`src/rtl/hsflow_pkg.sv`:
```
package hsflow_pkg;

  typedef enum logic [1:0] {
    TXG_RUN   = 2'd0,
    TXG_DRAIN = 2'd1,
    TXG_HALT  = 2'd2
  } txg_state_e;

  localparam int HOFF_W = 4;

  // half-width of the request-to-send window for each select code
  function automatic logic [HOFF_W-1:0] hyst_offset(input logic [1:0] sel);
    logic [HOFF_W-1:0] off;
    case (sel)
      2'd0:    off = 4'd0;
      2'd1:    off = 4'd4;
      2'd2:    off = 4'd6;
      default: off = 4'd8;
    endcase
    return off;
  endfunction

endpackage

```
`src/rtl/hsflow_cts_sync.sv`:
```
module hsflow_cts_sync #(
  parameter int STAGES = 2
) (
  input  logic clk,
  input  logic rst_n,
  input  logic cts_n_in,
  output logic cts_high,
  output logic cts_rise
);
  logic [STAGES-1:0] sh_q;
  logic [STAGES-1:0] sh_d;
  logic              last_q;
  logic              last_d;

  genvar g;
  generate
    for (g = 0; g < STAGES; g++) begin : g_stage
      if (g == 0) begin : g_first
        assign sh_d[g] = cts_n_in;
      end else begin : g_next
        assign sh_d[g] = sh_q[g-1];
      end
    end
  endgenerate

  always_comb last_d = sh_q[STAGES-1];

  always_ff @(posedge clk or negedge rst_n) begin
    if (!rst_n) begin
      sh_q   <= '0;
      last_q <= 1'b0;
    end else begin
      sh_q   <= sh_d;
      last_q <= last_d;
    end
  end

  assign cts_high = sh_q[STAGES-1];
  assign cts_rise = sh_q[STAGES-1] & ~last_q;

  // a stop request is reported as a single-cycle pulse
  a_r2_rise_pulse: assert property (@(posedge clk) disable iff (!rst_n)
    cts_rise |=> !cts_rise);

endmodule

```
`src/rtl/hsflow_tx_gate.sv`:
```
module hsflow_tx_gate
  import hsflow_pkg::*;
(
  input  logic clk,
  input  logic rst_n,
  input  logic auto_cts_en,
  input  logic cts_high,
  input  logic tx_busy,
  input  logic tx_stop_done,
  output logic tx_allow,
  output logic tx_halted
);
  txg_state_e state_q;
  txg_state_e state_d;
  logic       stop_req;

  assign stop_req = auto_cts_en & cts_high;

  always_comb begin
    state_d = state_q;
    case (state_q)
      TXG_RUN: begin
        if (stop_req) state_d = tx_busy ? TXG_DRAIN : TXG_HALT;
      end
      TXG_DRAIN: begin
        if (!stop_req)        state_d = TXG_RUN;
        else if (tx_stop_done) state_d = TXG_HALT;
      end
      TXG_HALT: begin
        if (!stop_req) state_d = TXG_RUN;
      end
      default: state_d = TXG_RUN;
    endcase
  end

  always_ff @(posedge clk or negedge rst_n) begin
    if (!rst_n) state_q <= TXG_RUN;
    else        state_q <= state_d;
  end

  assign tx_allow  = (state_q == TXG_RUN);
  assign tx_halted = (state_q == TXG_HALT);

  // the hold only begins at a character boundary
  a_r3_boundary_only: assert property (@(posedge clk) disable iff (!rst_n)
    $rose(tx_halted) |-> ($past(tx_stop_done) || !$past(tx_busy)));

  // transmission resumes only once the stop request is gone
  a_r4_resume_on_low: assert property (@(posedge clk) disable iff (!rst_n)
    $rose(tx_allow) |-> $past(!cts_high || !auto_cts_en));

  // with automatic gating off the transmitter is always free
  a_r5_gate_off: assert property (@(posedge clk) disable iff (!rst_n)
    !auto_cts_en |=> tx_allow);

endmodule

```
`src/rtl/hsflow_rts_ctl.sv`:
```
module hsflow_rts_ctl
  import hsflow_pkg::*;
#(
  parameter int FIFO_DEPTH = 64,
  parameter int LVL_W      = $clog2(FIFO_DEPTH + 1)
) (
  input  logic             clk,
  input  logic             rst_n,
  input  logic             auto_rts_en,
  input  logic             sw_rts_on,
  input  logic [LVL_W-1:0] rx_level,
  input  logic [LVL_W-1:0] rx_trig,
  input  logic [1:0]       hyst_sel,
  output logic             rts_n_out,
  output logic             rx_trig_hit,
  output logic             rts_off_evt
);
  localparam int            EXT_W   = LVL_W + 1;
  localparam logic [EXT_W-1:0] DEPTH_V = EXT_W'(FIFO_DEPTH);

  logic [EXT_W-1:0] off_ext;
  logic [EXT_W-1:0] trig_ext;
  logic [EXT_W-1:0] lvl_ext;
  logic [EXT_W-1:0] sum;
  logic [EXT_W-1:0] upper;
  logic [EXT_W-1:0] lower;
  logic             active;
  logic             off_q;
  logic             off_d;
  logic             hit_q;
  logic             hit_d;

  always_comb begin
    off_ext  = {{(EXT_W-HOFF_W){1'b0}}, hyst_offset(hyst_sel)};
    trig_ext = {1'b0, rx_trig};
    lvl_ext  = {1'b0, rx_level};
    sum      = trig_ext + off_ext;
    upper    = (sum > DEPTH_V) ? DEPTH_V : sum;
    lower    = (trig_ext > off_ext) ? (trig_ext - off_ext) : '0;
  end

  assign active = auto_rts_en & sw_rts_on;

  always_comb begin
    off_d = off_q;
    if (!active)                                        off_d = 1'b0;
    else if (!off_q && (lvl_ext >= upper))              off_d = 1'b1;
    else if (off_q && (lvl_ext <= lower) && (lvl_ext < upper)) off_d = 1'b0;
    hit_d = (rx_level >= rx_trig);
  end

  always_ff @(posedge clk or negedge rst_n) begin
    if (!rst_n) begin
      off_q <= 1'b0;
      hit_q <= 1'b0;
    end else begin
      off_q <= off_d;
      hit_q <= hit_d;
    end
  end

  assign rts_n_out   = ~sw_rts_on | (auto_rts_en & off_q);
  assign rx_trig_hit = hit_q;
  assign rts_off_evt = off_d & ~off_q;

  // the request is withdrawn only at or past the upper window limit
  a_r6_off_at_upper: assert property (@(posedge clk) disable iff (!rst_n)
    $rose(off_q) |-> $past(lvl_ext >= upper));

  // the request comes back only at the lower limit, or when the mode is left
  a_r7_on_at_lower: assert property (@(posedge clk) disable iff (!rst_n)
    $fell(off_q) |-> $past(!active || (lvl_ext <= lower)));

  // software off always wins
  a_r8_sw_off: assert property (@(posedge clk) disable iff (!rst_n)
    !sw_rts_on |-> rts_n_out);

  // the trigger indication follows the FIFO level
  a_r9_trig_follow: assert property (@(posedge clk) disable iff (!rst_n)
    $rose(rx_trig_hit) |-> $past(rx_level >= rx_trig));

endmodule

```
`src/rtl/hsflow_stat.sv`:
```
module hsflow_stat #(
  parameter int NFLAG = 2
) (
  input  logic             clk,
  input  logic             rst_n,
  input  logic [NFLAG-1:0] set_evt,
  input  logic             rd,
  output logic [NFLAG-1:0] stat
);
  logic [NFLAG-1:0] flag_q;
  logic [NFLAG-1:0] flag_d;

  genvar g;
  generate
    for (g = 0; g < NFLAG; g++) begin : g_flag
      always_comb begin
        if (set_evt[g])  flag_d[g] = 1'b1;
        else if (rd)     flag_d[g] = 1'b0;
        else             flag_d[g] = flag_q[g];
      end

      // an event in the read cycle is not lost
      a_r11_set_wins: assert property (@(posedge clk) disable iff (!rst_n)
        set_evt[g] |=> stat[g]);

      // a read with no event clears the flag
      a_r11_rd_clears: assert property (@(posedge clk) disable iff (!rst_n)
        (rd && !set_evt[g]) |=> !stat[g]);
    end
  endgenerate

  always_ff @(posedge clk or negedge rst_n) begin
    if (!rst_n) flag_q <= '0;
    else        flag_q <= flag_d;
  end

  assign stat = flag_q;

endmodule

```
`src/rtl/uart_hs_flow.sv`:
```
module uart_hs_flow #(
  parameter int FIFO_DEPTH  = 64,
  parameter int SYNC_STAGES = 2,
  parameter int LVL_W       = $clog2(FIFO_DEPTH + 1)
) (
  input  logic             clk,
  input  logic             rst_n,
  input  logic             cts_n_in,
  input  logic             tx_busy,
  input  logic             tx_stop_done,
  output logic             tx_allow,
  output logic             tx_halted,
  input  logic [LVL_W-1:0] rx_level,
  input  logic [LVL_W-1:0] rx_trig,
  input  logic [1:0]       hyst_sel,
  input  logic             sw_rts_on,
  output logic             rts_n_out,
  output logic             rx_trig_hit,
  input  logic             auto_cts_en,
  input  logic             auto_rts_en,
  input  logic             irq_master_en,
  input  logic             cts_irq_en,
  input  logic             rts_irq_en,
  input  logic             stat_rd,
  output logic             cts_stat,
  output logic             rts_stat,
  output logic             irq
);
  localparam int FLAG_CTS = 0;
  localparam int FLAG_RTS = 1;
  localparam int NFLAG    = 2;

  logic             cts_high;
  logic             cts_rise;
  logic             rts_off_evt;
  logic [NFLAG-1:0] set_evt;
  logic [NFLAG-1:0] stat;

  hsflow_cts_sync #(.STAGES(SYNC_STAGES)) u_sync (
    .clk      (clk),
    .rst_n    (rst_n),
    .cts_n_in (cts_n_in),
    .cts_high (cts_high),
    .cts_rise (cts_rise)
  );

  hsflow_tx_gate u_gate (
    .clk          (clk),
    .rst_n        (rst_n),
    .auto_cts_en  (auto_cts_en),
    .cts_high     (cts_high),
    .tx_busy      (tx_busy),
    .tx_stop_done (tx_stop_done),
    .tx_allow     (tx_allow),
    .tx_halted    (tx_halted)
  );

  hsflow_rts_ctl #(.FIFO_DEPTH(FIFO_DEPTH), .LVL_W(LVL_W)) u_rts (
    .clk         (clk),
    .rst_n       (rst_n),
    .auto_rts_en (auto_rts_en),
    .sw_rts_on   (sw_rts_on),
    .rx_level    (rx_level),
    .rx_trig     (rx_trig),
    .hyst_sel    (hyst_sel),
    .rts_n_out   (rts_n_out),
    .rx_trig_hit (rx_trig_hit),
    .rts_off_evt (rts_off_evt)
  );

  always_comb begin
    set_evt           = '0;
    set_evt[FLAG_CTS] = cts_rise & auto_cts_en & irq_master_en & cts_irq_en;
    set_evt[FLAG_RTS] = rts_off_evt & irq_master_en & rts_irq_en;
  end

  hsflow_stat #(.NFLAG(NFLAG)) u_stat (
    .clk     (clk),
    .rst_n   (rst_n),
    .set_evt (set_evt),
    .rd      (stat_rd),
    .stat    (stat)
  );

  assign cts_stat = stat[FLAG_CTS];
  assign rts_stat = stat[FLAG_RTS];
  assign irq      = |stat;

  // with the common enable off no flag can newly set
  a_r10_master_gate_rts: assert property (@(posedge clk) disable iff (!rst_n)
    (!irq_master_en && !rts_stat) |=> !rts_stat);

  a_r10_master_gate_cts: assert property (@(posedge clk) disable iff (!rst_n)
    (!irq_master_en && !cts_stat) |=> !cts_stat);

  // automatic gating off means no clear-to-send flag
  a_r5_no_cts_flag: assert property (@(posedge clk) disable iff (!rst_n)
    (!auto_cts_en && !cts_stat) |=> !cts_stat);

endmodule

```
`config.mk`:
```
export PLATFORM = sky130hd
export DESIGN_NAME = uart_hs_flow
export DESIGN_NICKNAME = d
export VERILOG_FILES = /design/src/rtl/hsflow_pkg.sv /design/src/rtl/hsflow_cts_sync.sv /design/src/rtl/hsflow_tx_gate.sv /design/src/rtl/hsflow_rts_ctl.sv /design/src/rtl/hsflow_stat.sv /design/src/rtl/uart_hs_flow.sv
export SDC_FILE = /design/constraint.sdc
export NUM_CORES = 1
export LEC_CHECK = 0
export BUFFER_PORTS_ARGS = -buffer_cell sky130_fd_sc_hd__buf_2
export CAP_MARGIN = 20
export CORE_AREA = 2 2 55 57
export DETAILED_ROUTE_END_ITERATION = 16
export DIE_AREA = 0 0 57 59
export PLACE_DENSITY = 0.68
export SYNTH_ARGS = -nofsm -noshare
export SYNTH_HDL_FRONTEND = slang
export SYNTH_SLANG_ARGS = --single-unit
```
`constraint.sdc`:
```
create_clock -name clk -period 1.7 [get_ports clk]
set_input_delay 0.34 -clock clk [delete_from_list [all_inputs] [get_ports clk]]
set_output_delay 0.34 -clock clk [all_outputs]
set_load 0.01 [all_outputs]
```
==> results of run 1 <==
==> cell usage in the layout (no fill, tap or decap), types with 3 or more instances in the layout <==
cell and instances:
sky130_fd_sc_hd__o21ai_0 7, sky130_fd_sc_hd__nand2b_1 4, sky130_fd_sc_hd__inv_1 17, sky130_fd_sc_hd__clkbuf_4 3, sky130_fd_sc_hd__nand2_1 16, sky130_fd_sc_hd__o211ai_1 3
sky130_fd_sc_hd__ha_1 27, sky130_fd_sc_hd__nor3_1 3, sky130_fd_sc_hd__a21oi_1 6, sky130_fd_sc_hd__buf_2 32, sky130_fd_sc_hd__ha_4 3, sky130_fd_sc_hd__buf_4 40
sky130_fd_sc_hd__dfrtp_1 9, sky130_fd_sc_hd__nor2b_1 4, sky130_fd_sc_hd__nor2_1 13
==> registers in the layout, summed over array words and instances (netlist names) <==
| name | flops |
|---|---|
| u_sync.sh_q | 2 |
| u_gate.state_q | 2 |
| u_rts.rx_trig_hit | 1 |
| u_stat.stat | 2 |
| u_sync.last_q | 1 |
| u_rts.off_q | 1 |
==> routing by layer <==
layer	global-route usage, %	vias to the layer above	wire length [um]
li1	-	708	-
met1	23.8	643	1340
met2	45.5	52	1900
met3	3.06	12	170
met4	10.3	0	130
met5	0	-	0
==> where the power goes <==
group          leakage [nW]  total, mW  internal (mW)  switching, mW
sequential            0.115      0.235          0.227        0.00795
combinational         0.864      0.541          0.286          0.255
clock                0.0150      0.161         0.0902         0.0712
==> through the flow <==
stage	setup TNS (ns)	utilization [%]	std cells	area, um2	setup slack (ns)
2_1_floorplan	-2.89	-	153	1310	-1.47
3_3_place_gp	-3.44	65.8	253	1780	-1.74
3_5_place_dp	-3.65	65.8	253	1780	-1.84
4_1_cts	-2.98	67.7	258	1830	-1.50
5_1_grt	-3.34	70.0	261	1900	-1.68
6_report	-3.05	70.0	261	1900	-1.53
==> final timing paths <==
kind                                          start                          end  slack [ns]
max                                     hyst_sel[0]   u_stat.stat[1]$_DFFE_PN0P_       -1.53
min                                        cts_n_in     u_sync.sh_q[0]$_DFF_PN0_        0.19
max reg2reg                   u_rts.off_q$_DFF_PN0_   u_stat.stat[1]$_DFFE_PN0P_        0.29
min reg2reg                u_sync.sh_q[0]$_DFF_PN0_     u_sync.sh_q[1]$_DFF_PN0_        0.35
max in group asynchronous                     rst_n  u_rts.rx_trig_hit$_DFF_PN0_        1.05
min in group asynchronous                     rst_n   u_stat.stat[0]$_DFFE_PN0P_        0.47
==> cells by family (layout without fill, tap and decap cells) <==
| kind of cell | Yosys count | in the layout | share of synthesized area [%] |
|---|---|---|---|
| and+or+nand+nor | 48 | 48 | 17.5 |
| buffers and inverters | 20 | 97 | 6.03 |
| DFF | 9 | 9 | 17.8 |
| AOI/OAI and AO/OA | 39 | 39 | 22.3 |
| xor gates and xnor gates | 4 | 4 | 2.77 |
| muxes | 1 | 1 | 0.791 |
| adders and majority gates | 32 | 32 | 32.8 |
==> area by class of cell <==
cell class	instances	area [um2]
clock buffers	4	26.3
multi-input cells	124	1030
fillers	220	812
repair buffers	75	502
inverters	18	80.1
flip-flops and latches	9	225
well taps	31	38.8
==> what timing repair did <==
action / 4_1_cts / 5_1_grt
hold buffers: 1 / 0
setup buffers: 0 / 3
setup endpoints to repair: 2 / 2
gates resized for setup: 3 / 8
pin swaps: 1 / 3
cloned: 0 / 0
hold endpoints to repair: 9 / 0
==> results_tabular.tex, run 1 <==
\begin{tabular}{lr}
\hline
Metric & Value \\
\hline
\multicolumn{2}{l}{\textbf{Clock network}} \\
\quad Clock buffer count from CTS & 3 \\
\quad TritonCTS clock tree & yes \\
\quad Buffer type at the clock tree root & sky130\_fd\_sc\_hd\_\_clkbuf\_4 \\
\quad Clock insertion delay at the later pin of the skew report & between 0.2 and 0.3 ns \\
\quad Max Root-Sink Buffers & 2 \\
\quad Maximum level of the CTS H-tree & 1 \\
\quad Clock transition time at the flip-flop clock pins of the worst setup and hold paths & roughly 0.060 ns \\
\quad Clock sinks & 9 \\
\multicolumn{2}{l}{\textbf{STA}} \\
\quad Slew HR & roughly 70\% \\
\quad Worst Skew & roughly 0.0013 ns \\
\quad Setup-violating endpoint count in the final report & 2 \\
\quad Setup repair after global routing missed its margin & yes \\
\quad Final critical delay including setup and external delays & roughly 3.2 ns \\
\quad Final worst hold slack & roughly 0.19 ns \\
\quad Max Slew Vio Count & 0 \\
\quad Hold violation total from the final report & 0 \\
\quad Fmax & slightly above 300 MHz \\
\quad Transition time of the tightest slew-check pin & 0.446 ns \\
\quad Post-route worst setup slack & -1.53 ns \\
\quad Period utilisation layout & 190\% \\
\multicolumn{2}{l}{\textbf{Routing}} \\
\quad Number of detailed-routing iterations run before antenna repair & 4 \\
\quad Vias after detailed routing & around 1,400 \\
\quad DRC violations left & 0 \\
\quad Via count normalized by instance count & between 5 and 6 \\
\quad Routed WL per cell & between 10 and 15 um \\
\quad Post-route antenna net violation count & 0 \\
\quad Number of DRC violations after detailed-routing iteration 0 & 40 \\
\quad Total detailed-routing wirelength & about 3.5 mm \\
\multicolumn{2}{l}{\textbf{Global routing}} \\
\quad Antenna violations before repair & 0 \\
\quad Pin count of the biggest net entering global routing & 10 \\
\quad Via count of the first global-routing pass & 1,437 \\
\quad Wire length of the first global-routing pass & slightly above 6 mm \\
\quad Final global-route overflow total & 0 \\
\quad Aggregate global-route resource usage & 23.0\% \\
\multicolumn{2}{l}{\textbf{Yosys}} \\
\quad Leading post-synthesis cells by cell area & sky130\_fd\_sc\_hd\_\_ha\_1 30\%, sky130\_fd\_sc\_hd\_\_dfrtp\_1 18\%, sky130\_fd\_sc\_hd\_\_inv\_1 5.3\%, sky130\_fd\_sc\_hd\_\_nand2\_1 4.7\%, sky130\_fd\_sc\_hd\_\_nor2\_1 3.9\% \\
\quad Nets in the synthesized netlist & 213 \\
\quad Mean instance size in the synthesized netlist & between 8 and 9 um2 \\
\quad Count leader, synth & sky130\_fd\_sc\_hd\_\_ha\_1 \\
\quad Leading cell types by count after synthesis & 30 x sky130\_fd\_sc\_hd\_\_ha\_1, 18 x sky130\_fd\_sc\_hd\_\_inv\_1, 16 x sky130\_fd\_sc\_hd\_\_nand2\_1 \\
\quad Sequential fraction of the synthesis area & between 15 and 20\% \\
\quad Fraction of synthesized cell area taken by the top area cell type & 29.6\% \\
\quad Synthesized instance count & around 150 \\
\quad Area leader, netlist & sky130\_fd\_sc\_hd\_\_ha\_1 \\
\quad Async set-or-reset flop fraction in the synthesized netlist & 100\% \\
\quad Combined area of all synthesized cells & around 1300 um2 \\
\quad Number of synthesized flops with an enable pin & 0 \\
\quad Main synth FF type & sky130\_fd\_sc\_hd\_\_dfrtp\_1 \\
\quad Number of register bits inferred by synthesis & 9 \\
\quad Unique masters post-synth & 38 \\
\quad YS warnings & 0 \\
\multicolumn{2}{l}{\textbf{Placement}} \\
\quad Port-buffer cells & 34 \\
\quad Routability cong. & around 0.87 \\
\quad HPWL after detailed placement & 3.05 mm \\
\multicolumn{2}{l}{\textbf{Floorplan}} \\
\quad Initial core utilization & between 40 and 50\% \\
\quad Area of the die & roughly 3400 um2 \\
\quad DIE WIDTH & 57 um \\
\quad Vertical die dimension & slightly below 60 um \\
\quad Total number of placement rows & 19 \\
\quad Core box area & approximately 2700 um2 \\
\quad Count of boundary I/O pins & 35 \\
\multicolumn{2}{l}{\textbf{Setup path}} \\
\quad Number of cells on the critical path & 16 \\
\quad Dominant delay contributor by cell family on the critical path & compound AO/OA/AOI/OAI gates \\
\quad Largest fanout on the critical path & 4 \\
\quad CP bufs+invs & 2 \\
\quad CP Class & input pin to flop \\
\quad Crit-path cells & buf\_12 -> inv\_12 -> ha\_4 -> ha\_4 -> fa\_2 -> xnor2\_2 -> or3\_4 -> o31a\_1 -> o221ai\_2 -> nand2\_1 -> ha\_1 -> o211ai\_1 -> a31o\_2 -> a31oi\_1 -> o211ai\_1 -> o32ai\_1 \\
\quad Data required, critical path & $\sim$1.9 ns \\
\quad Cell with the largest stage delay on the worst path & sky130\_fd\_sc\_hd\_\_fa\_2 \\
\quad R2R cell count & 5 \\
\quad Kind of start point of the critical path & input pin \\
\quad Delay of the slowest cell on the worst path & between 0.4 and 0.5 ns \\
\quad Worst Setup End Kind & flop \\
\quad Worst Path Arrival & roughly 3.4 ns \\
\multicolumn{2}{l}{\textbf{Min path}} \\
\quad Min-delay worst type & input pin to flop \\
\quad Worst Hold Depth & 1 \\
\multicolumn{2}{l}{\textbf{Run status}} \\
\quad Result of the run & complete, but fails checks \\
\quad Violations in the final reports & setup timing \\
\multicolumn{2}{l}{\textbf{Power and ir drop}} \\
\quad Peak supply drop & between 400 and 500 uV \\
\quad Total power per unit cell area & between 400 and 500 nW/um2 \\
\quad Static leakage & $\sim$0.99 nW \\
\quad Final Total Pwr & 0.938 mW \\
\multicolumn{2}{l}{\textbf{Final layout}} \\
\quad Area grow syn2layout & 49.9\% \\
\quad Number of diodes added for antenna fixing & 0 \\
\quad Share of final-layout standard cells stronger than drive strength 1 & a little under two fifths \\
\quad Number of nets in the layout & approximately 290 \\
\multicolumn{2}{l}{\textbf{Job}} \\
\quad Max-capacitance violation count & 0 \\
\hline
\end{tabular}
Note: power is estimated with default switching activity, not from simulation.
==> inputs of run 2 (changes only) <==
Settings changed: PLACE_DENSITY 0.68 to 0.7.
Clock period 1.7 ns to 2.76 ns, I/O delays scaled along.
==> results_tabular.tex, run 2 (same netlist as run 1, synthesis figures left out) <==
\begin{tabular}{lr}
\hline
Metric & Value \\
\hline
\multicolumn{2}{l}{\textbf{Clock network}} \\
\quad Maximum level of the CTS H-tree & 1 \\
\quad TritonCTS clock tree & yes \\
\quad Clock buffer count from CTS & 3 \\
\quad Max Root-Sink Buffers & 2 \\
\quad Clock insertion delay at the later pin of the skew report & approximately 0.26 ns \\
\quad Clock transition time at the flip-flop clock pins of the worst setup and hold paths & 0.07 ns \\
\quad Buffer type at the clock tree root & sky130\_fd\_sc\_hd\_\_clkbuf\_4 \\
\quad Clock sinks & 9 \\
\multicolumn{2}{l}{\textbf{STA}} \\
\quad Slew HR & between 60\% and 70\% \\
\quad Transition time of the tightest slew-check pin & $\sim$0.50 ns \\
\quad Final critical delay including setup and external delays & 3.41 ns \\
\quad Period utilisation layout & 124\% \\
\quad Hold violation total from the final report & 0 \\
\quad Setup-violating endpoint count in the final report & 2 \\
\quad Fmax & just under 300 MHz \\
\quad Worst Skew & about 0.0074 ns \\
\quad Max Slew Vio Count & 0 \\
\quad Setup repair after global routing missed its margin & yes \\
\quad Post-route worst setup slack & -0.650 ns \\
\multicolumn{2}{l}{\textbf{Placement}} \\
\quad HPWL after detailed placement & between 2 and 3 mm \\
\quad Placed instance area & 1710 um2 \\
\quad Port-buffer cells & 34 \\
\quad Routability cong. & roughly 0.84 \\
\multicolumn{2}{l}{\textbf{Global routing}} \\
\quad Wire length of the first global-routing pass & between 5 and 6 mm \\
\quad Final global-route overflow total & 0 \\
\quad Via count of the first global-routing pass & between 1,000 and 1,500 \\
\quad Antenna violations before repair & 0 \\
\quad Pin count of the biggest net entering global routing & 11 \\
\quad Aggregate global-route resource usage & a little over a fifth \\
\multicolumn{2}{l}{\textbf{Setup path}} \\
\quad R2R cell count & 5 \\
\quad Most Frequent Cell on Critical Path & sky130\_fd\_sc\_hd\_\_o211ai\_1 \\
\quad Delay of the slowest cell on the worst path & slightly below 0.4 ns \\
\quad Startpoint of the worst-slack reg-to-reg timing path & u\_rts.off\_q\$\_DFF\_PN0\_ \\
\quad Register-to-register setup slack & 1.30 ns \\
\quad Worst Setup End Kind & flop \\
\quad Worst r2r dst & u\_stat.stat[1]\$\_DFFE\_PN0P\_ \\
\quad Cell with the largest stage delay on the worst path & sky130\_fd\_sc\_hd\_\_fa\_2 \\
\quad CP bufs+invs & 3 \\
\quad Largest fanout on the critical path & 4 \\
\quad Data required, critical path & 2.92 ns \\
\quad Kind of start point of the critical path & input pin \\
\quad Dominant delay contributor by cell family on the critical path & compound AO/OA/AOI/OAI gates \\
\quad Crit-path cells & buf\_8 -> inv\_12 -> ha\_4 -> inv\_2 -> fa\_2 -> xnor2\_2 -> or3\_4 -> o31a\_1 -> o221ai\_2 -> nand2b\_1 -> ha\_1 -> o211ai\_1 -> a31o\_2 -> a31oi\_1 -> o211ai\_1 -> o32ai\_1 \\
\quad CP Class & input pin to flop \\
\quad Worst Path Arrival & $\sim$3.6 ns \\
\multicolumn{2}{l}{\textbf{Final layout}} \\
\quad Share of final-layout standard cells stronger than drive strength 1 & 35.5\% \\
\quad Number of nets in the layout & about 280 \\
\quad Commonest cells after routing, fill and taps aside & 32 x sky130\_fd\_sc\_hd\_\_buf\_2, 28 x sky130\_fd\_sc\_hd\_\_buf\_4, 27 x sky130\_fd\_sc\_hd\_\_ha\_1 \\
\quad Area grow syn2layout & 41.5\% \\
\quad Number of diodes added for antenna fixing & 0 \\
\quad Most common cell after layout, fill and taps aside & sky130\_fd\_sc\_hd\_\_buf\_2 \\
\quad End-of-flow core utilization & between 60\% and 70\% \\
\quad Summed area of non-filler cells in the final layout & between 1500 and 2000 um2 \\
\multicolumn{2}{l}{\textbf{Routing}} \\
\quad DRC violations left & 0 \\
\quad Vias after detailed routing & 1,353 \\
\quad Number of detailed-routing iterations run before antenna repair & 4 \\
\quad Number of DRC violations after detailed-routing iteration 0 & 77 \\
\quad Via count normalized by instance count & about 5.5 \\
\quad Post-route antenna net violation count & 0 \\
\quad Total detailed-routing wirelength & approximately 3.3 mm \\
\quad Routed WL per cell & 13.3 um \\
\multicolumn{2}{l}{\textbf{Floorplan}} \\
\quad Area of the die & around 3400 um2 \\
\quad Initial core utilization & a little under half \\
\quad Core box area & 2710 um2 \\
\quad Vertical die dimension & between 50 and 60 um \\
\quad DIE WIDTH & 57 um \\
\quad Total number of placement rows & 19 \\
\quad Count of boundary I/O pins & 35 \\
\multicolumn{2}{l}{\textbf{Min path}} \\
\quad Min-delay worst type & input pin to async pin \\
\multicolumn{2}{l}{\textbf{Power and ir drop}} \\
\quad Total power per unit cell area & 315 nW/um2 \\
\quad Static leakage & just over 0.9 nW \\
\quad Peak supply drop & $\sim$340 uV \\
\multicolumn{2}{l}{\textbf{Job}} \\
\quad Max-capacitance violation count & 0 \\
\multicolumn{2}{l}{\textbf{Run status}} \\
\quad Result of the run & complete, but fails checks \\
\quad Violations in the final reports & setup timing \\
\hline
\end{tabular}
==> run 2: cell types whose count changed in the layout (fill, tap and decap cells not counted), sizes merged <==
cell         delta
buf            -12
dlygate4sd3     -1
==> run 2: area by class of cell <==
| cell class | count | area [um2] |
|---|---|---|
| clock buffer | 4 | 26.3 |
| fill | 239 | 918 |
| inverter | 18 | 80.1 |
| multi-input combinational | 124 | 1020 |
| sequential | 9 | 225 |
| tap | 31 | 38.8 |
| timing repair buffer | 62 | 397 |
==> run 2: per-stage QoR <==
step	setup TNS (ns)	hold WS, ns	std cells	power [mW]	setup slack [ns]
floorplan	-1.19	0.256	153	0.311	-0.626
global placement	-1.77	0.338	243	0.431	-0.892
detailed placement	-2.01	0.335	243	0.445	-1.05
CTS	-1.25	0.129	247	0.561	-0.675
global route	-1.54	0.123	248	0.618	-0.799
finish	-1.24	0.130	248	0.565	-0.650
==> run 2: what timing repair did <==
| action | 4_1_cts | 5_1_grt |
|---|---|---|
| pin swaps | 4 | 2 |
| setup endpoints to repair | 2 | 2 |
| hold endpoints to repair | 0 | 0 |
| hold buffers | 0 | 0 |
| gates resized for setup | 9 | 1 |
| buffers inserted | 0 | 1 |
==> run 2: worst max path at each step <==
stage	startpoint	cells past startpoint	endpoint
6_report	hyst_sel[0]	16	u_stat.stat[1]$_DFFE_PN0P_
5_1_grt	hyst_sel[0]	16	u_stat.stat[1]$_DFFE_PN0P_
4_1_cts	hyst_sel[0]	16	u_stat.stat[1]$_DFFE_PN0P_
3_5_place_dp	hyst_sel[0]	16	u_stat.stat[1]$_DFFE_PN0P_
3_3_place_gp	hyst_sel[0]	16	u_stat.stat[1]$_DFFE_PN0P_
2_1_floorplan	hyst_sel[0]	15	u_stat.stat[1]$_DFFE_PN0P_
==> run 2: power breakdown <==
part | internal [mW] | leakage (nW) | total (mW) | switching [mW]
Sequential | 0.140 | 0.115 | 0.144 | 0.00431
Combinational | 0.163 | 0.797 | 0.317 | 0.154
Clock | 0.0558 | 0.0150 | 0.104 | 0.0478
Total | 0.359 | 0.927 | 0.565 | 0.206
==> run 2: per-layer routing <==
layer / up-vias / GRT usage [%] / share of wire [%] / wire length, um
li1: 678 / - / - / -
met3: 2 / 2.84 / 5.8 / 193
met2: 46 / 36.8 / 49 / 1630
met1: 627 / 28.6 / 44 / 1470
met5: - / 0 / 0 / 0
met4: 0 / 4.32 / 0.39 / 13
==> inputs of run 3 (changes only) <==
Settings changed: RECOVER_POWER from default to 50.
==> results_tabular.tex, run 3 (same netlist as run 1, synthesis figures left out) <==
\begin{tabular}{lr}
\hline
Metric & Value \\
\hline
\multicolumn{2}{l}{\textbf{Setup path}} \\
\quad Delay of the slowest cell on the worst path & between 0.3 and 0.4 ns \\
\quad Cell with the largest stage delay on the worst path & sky130\_fd\_sc\_hd\_\_fa\_2 \\
\quad Data required, critical path & approximately 2.9 ns \\
\quad Largest fanout on the critical path & 4 \\
\quad Startpoint of the worst-slack reg-to-reg timing path & u\_rts.off\_q\$\_DFF\_PN0\_ \\
\quad Dominant delay contributor by cell family on the critical path & compound AO/OA/AOI/OAI gates \\
\quad Most Frequent Cell on Critical Path & sky130\_fd\_sc\_hd\_\_o211ai\_1 \\
\quad Crit-path cells & buf\_8 -> inv\_12 -> ha\_4 -> inv\_2 -> fa\_2 -> xnor2\_2 -> or3\_4 -> o31a\_1 -> o221ai\_2 -> nand2b\_1 -> ha\_1 -> o211ai\_1 -> a31o\_2 -> a31oi\_1 -> o211ai\_1 -> o32ai\_1 \\
\quad Worst Setup End Kind & flop \\
\quad R2R cell count & 5 \\
\quad Kind of start point of the critical path & input pin \\
\quad CP bufs+invs & 3 \\
\quad Worst Path Arrival & approximately 3.6 ns \\
\quad CP Class & input pin to flop \\
\quad Worst r2r dst & u\_stat.stat[1]\$\_DFFE\_PN0P\_ \\
\quad Register-to-register setup slack & 1.30 ns \\
\multicolumn{2}{l}{\textbf{STA}} \\
\quad Setup repair after global routing missed its margin & yes \\
\quad Hold violation total from the final report & 0 \\
\quad Max Slew Vio Count & 0 \\
\quad Period utilisation layout & 123\% \\
\quad Setup-violating endpoint count in the final report & 2 \\
\quad Final worst hold slack & $\sim$0.23 ns \\
\quad Slew HR & 65.6\% \\
\quad Final critical delay including setup and external delays & approximately 3.4 ns \\
\quad Fmax & $\sim$290 MHz \\
\quad Final total negative setup slack & -1.24 ns \\
\quad Worst Skew & about 0.0074 ns \\
\quad Transition time of the tightest slew-check pin & 0.504 ns \\
\quad Post-route worst setup slack & -0.649 ns \\
\multicolumn{2}{l}{\textbf{Final layout}} \\
\quad Area grow syn2layout & 41.4\% \\
\quad Number of diodes added for antenna fixing & 0 \\
\quad Summed area of non-filler cells in the final layout & approximately 1800 um2 \\
\quad End-of-flow core utilization & about 66\% \\
\quad Filler cells & 240 \\
\quad Total area of multi-input combinational cells & just over 1000 um2 \\
\quad Number of nets in the layout & about 280 \\
\quad Most common cell after layout, fill and taps aside & sky130\_fd\_sc\_hd\_\_buf\_2 \\
\quad Area taken by flip-flops and latches & 225 um2 \\
\quad Commonest cells after routing, fill and taps aside & 31 x sky130\_fd\_sc\_hd\_\_buf\_2, 28 x sky130\_fd\_sc\_hd\_\_buf\_4, 27 x sky130\_fd\_sc\_hd\_\_ha\_1 \\
\quad Share of final-layout standard cells stronger than drive strength 1 & about a third \\
\multicolumn{2}{l}{\textbf{Routing}} \\
\quad Vias after detailed routing & $\sim$1,300 \\
\quad Total detailed-routing wirelength & roughly 3.3 mm \\
\quad DRC violations left & 0 \\
\quad Post-route antenna net violation count & 0 \\
\quad Number of DRC violations after detailed-routing iteration 0 & 77 \\
\quad Via count normalized by instance count & 5.44 \\
\quad Number of detailed-routing iterations run before antenna repair & 4 \\
\quad Routed WL per cell & 13.3 um \\
\multicolumn{2}{l}{\textbf{Placement}} \\
\quad Worst setup slack before clock tree synthesis & -1.05 ns \\
\quad Routability cong. & 0.839 \\
\quad Port-buffer cells & 34 \\
\quad HPWL after detailed placement & between 2 and 3 mm \\
\quad Placed instance area & around 1700 um2 \\
\multicolumn{2}{l}{\textbf{Global routing}} \\
\quad Antenna violations before repair & 0 \\
\quad Aggregate global-route resource usage & approximately a fifth \\
\quad Pin count of the biggest net entering global routing & 11 \\
\quad Wire length of the first global-routing pass & approximately 5.8 mm \\
\quad Via count of the first global-routing pass & 1,362 \\
\quad Final global-route overflow total & 0 \\
\multicolumn{2}{l}{\textbf{Power and ir drop}} \\
\quad Static leakage & roughly 0.9 nW \\
\quad Switching power & about 0.2 mW \\
\quad Combinational power share & $\sim$56\% \\
\quad Sw Share & 36.5\% \\
\quad Total power per unit cell area & $\sim$320 nW/um2 \\
\quad Power Internal & about 0.36 mW \\
\quad Clock network fraction of design power & 18.3\% \\
\quad Peak supply drop & 338 uV \\
\quad Fraction of power consumed by sequential logic & 25.5\% \\
\multicolumn{2}{l}{\textbf{Clock network}} \\
\quad TritonCTS clock tree & yes \\
\quad Clock insertion delay at the later pin of the skew report & approximately 0.26 ns \\
\quad Clock sinks & 9 \\
\quad Clock transition time at the flip-flop clock pins of the worst setup and hold paths & 0.07 ns \\
\quad Maximum level of the CTS H-tree & 1 \\
\quad Max Root-Sink Buffers & 2 \\
\quad Clock buffer count from CTS & 3 \\
\quad Buffer type at the clock tree root & sky130\_fd\_sc\_hd\_\_clkbuf\_4 \\
\multicolumn{2}{l}{\textbf{Floorplan}} \\
\quad Vertical die dimension & 59 um \\
\quad Area of the die & $\sim$3400 um2 \\
\quad DIE WIDTH & between 50 and 60 um \\
\quad Count of boundary I/O pins & 35 \\
\quad Total number of placement rows & 19 \\
\quad Initial core utilization & between 40\% and 50\% \\
\quad Core box area & $\sim$2700 um2 \\
\multicolumn{2}{l}{\textbf{Run status}} \\
\quad Result of the run & complete, but fails checks \\
\quad Violations in the final reports & setup timing \\
\multicolumn{2}{l}{\textbf{Job}} \\
\quad Max-capacitance violation count & 0 \\
\multicolumn{2}{l}{\textbf{Min path}} \\
\quad Min-delay worst type & input pin to async pin \\
\hline
\end{tabular}
==> run 3: worst max path at each step <==
stage	from	end	slack (ns)	cells past startpoint
global route	hyst_sel[0]	u_stat.stat[1]$_DFFE_PN0P_	-0.80	16
CTS	hyst_sel[0]	u_stat.stat[1]$_DFFE_PN0P_	-0.68	16
global placement	hyst_sel[0]	u_stat.stat[1]$_DFFE_PN0P_	-0.89	16
finish	hyst_sel[0]	u_stat.stat[1]$_DFFE_PN0P_	-0.65	16
detailed placement	hyst_sel[0]	u_stat.stat[1]$_DFFE_PN0P_	-1.05	16
floorplan	hyst_sel[0]	u_stat.stat[1]$_DFFE_PN0P_	-0.63	15
==> run 3: power groups by stage <==
| stage | clock, mW | sequential [mW] | combinational (mW) |
|---|---|---|---|
| after floorplan | 0 | 0.147 | 0.163 |
| after CTS | 0.107 | 0.144 | 0.310 |
| final | 0.104 | 0.144 | 0.317 |
| after global routing | 0.118 | 0.145 | 0.355 |
| after detailed placement | 0 | 0.146 | 0.298 |
| after global placement | 0 | 0.146 | 0.284 |
==> run 3: worst register-to-register path: cells and delay by family (launching register included) <==
family	cells	cell delay [ns]
compound gates	4	0.80
flops	1	0.41
simple gates	1	0.15
==> run 3: metrics by stage <==
| stage | power, mW | instances |
|---|---|---|
| 3_5_place_dp | 0.445 | 243 |
| 4_1_cts | 0.561 | 247 |
| 2_1_floorplan | 0.311 | 153 |
| 5_1_grt | 0.618 | 248 |
| 6_report | 0.564 | 248 |
| 3_3_place_gp | 0.431 | 243 |
==> run 3: layer usage <==
metal | track usage [%] | part of all wire (%) | vias up | wire length (um)
met5 | 0 | 0 | - | 0
met3 | 2.84 | 5.8 | 2 | 193
met2 | 36.8 | 49 | 46 | 1630
met1 | 28.6 | 44 | 623 | 1470
li1 | - | - | 677 | -
met4 | 4.32 | 0.39 | 0 | 13
==> run 3: timing repair <==
item,CTS,global route
hold buffers,0,0
gates resized for setup,9,1
endpoints found under the setup margin,2,2
buffers inserted,0,1
pin swaps,4,2
==> run 3: cell type report <==
type | count | area share, %
Multi-Input combinational cell | 124 | 57.2
Sequential cell | 9 | 12.6
Clock buffer | 4 | 1.47
Tap cell | 31 | 2.17
Timing Repair Buffer | 62 | 22.1
Inverter | 18 | 4.47
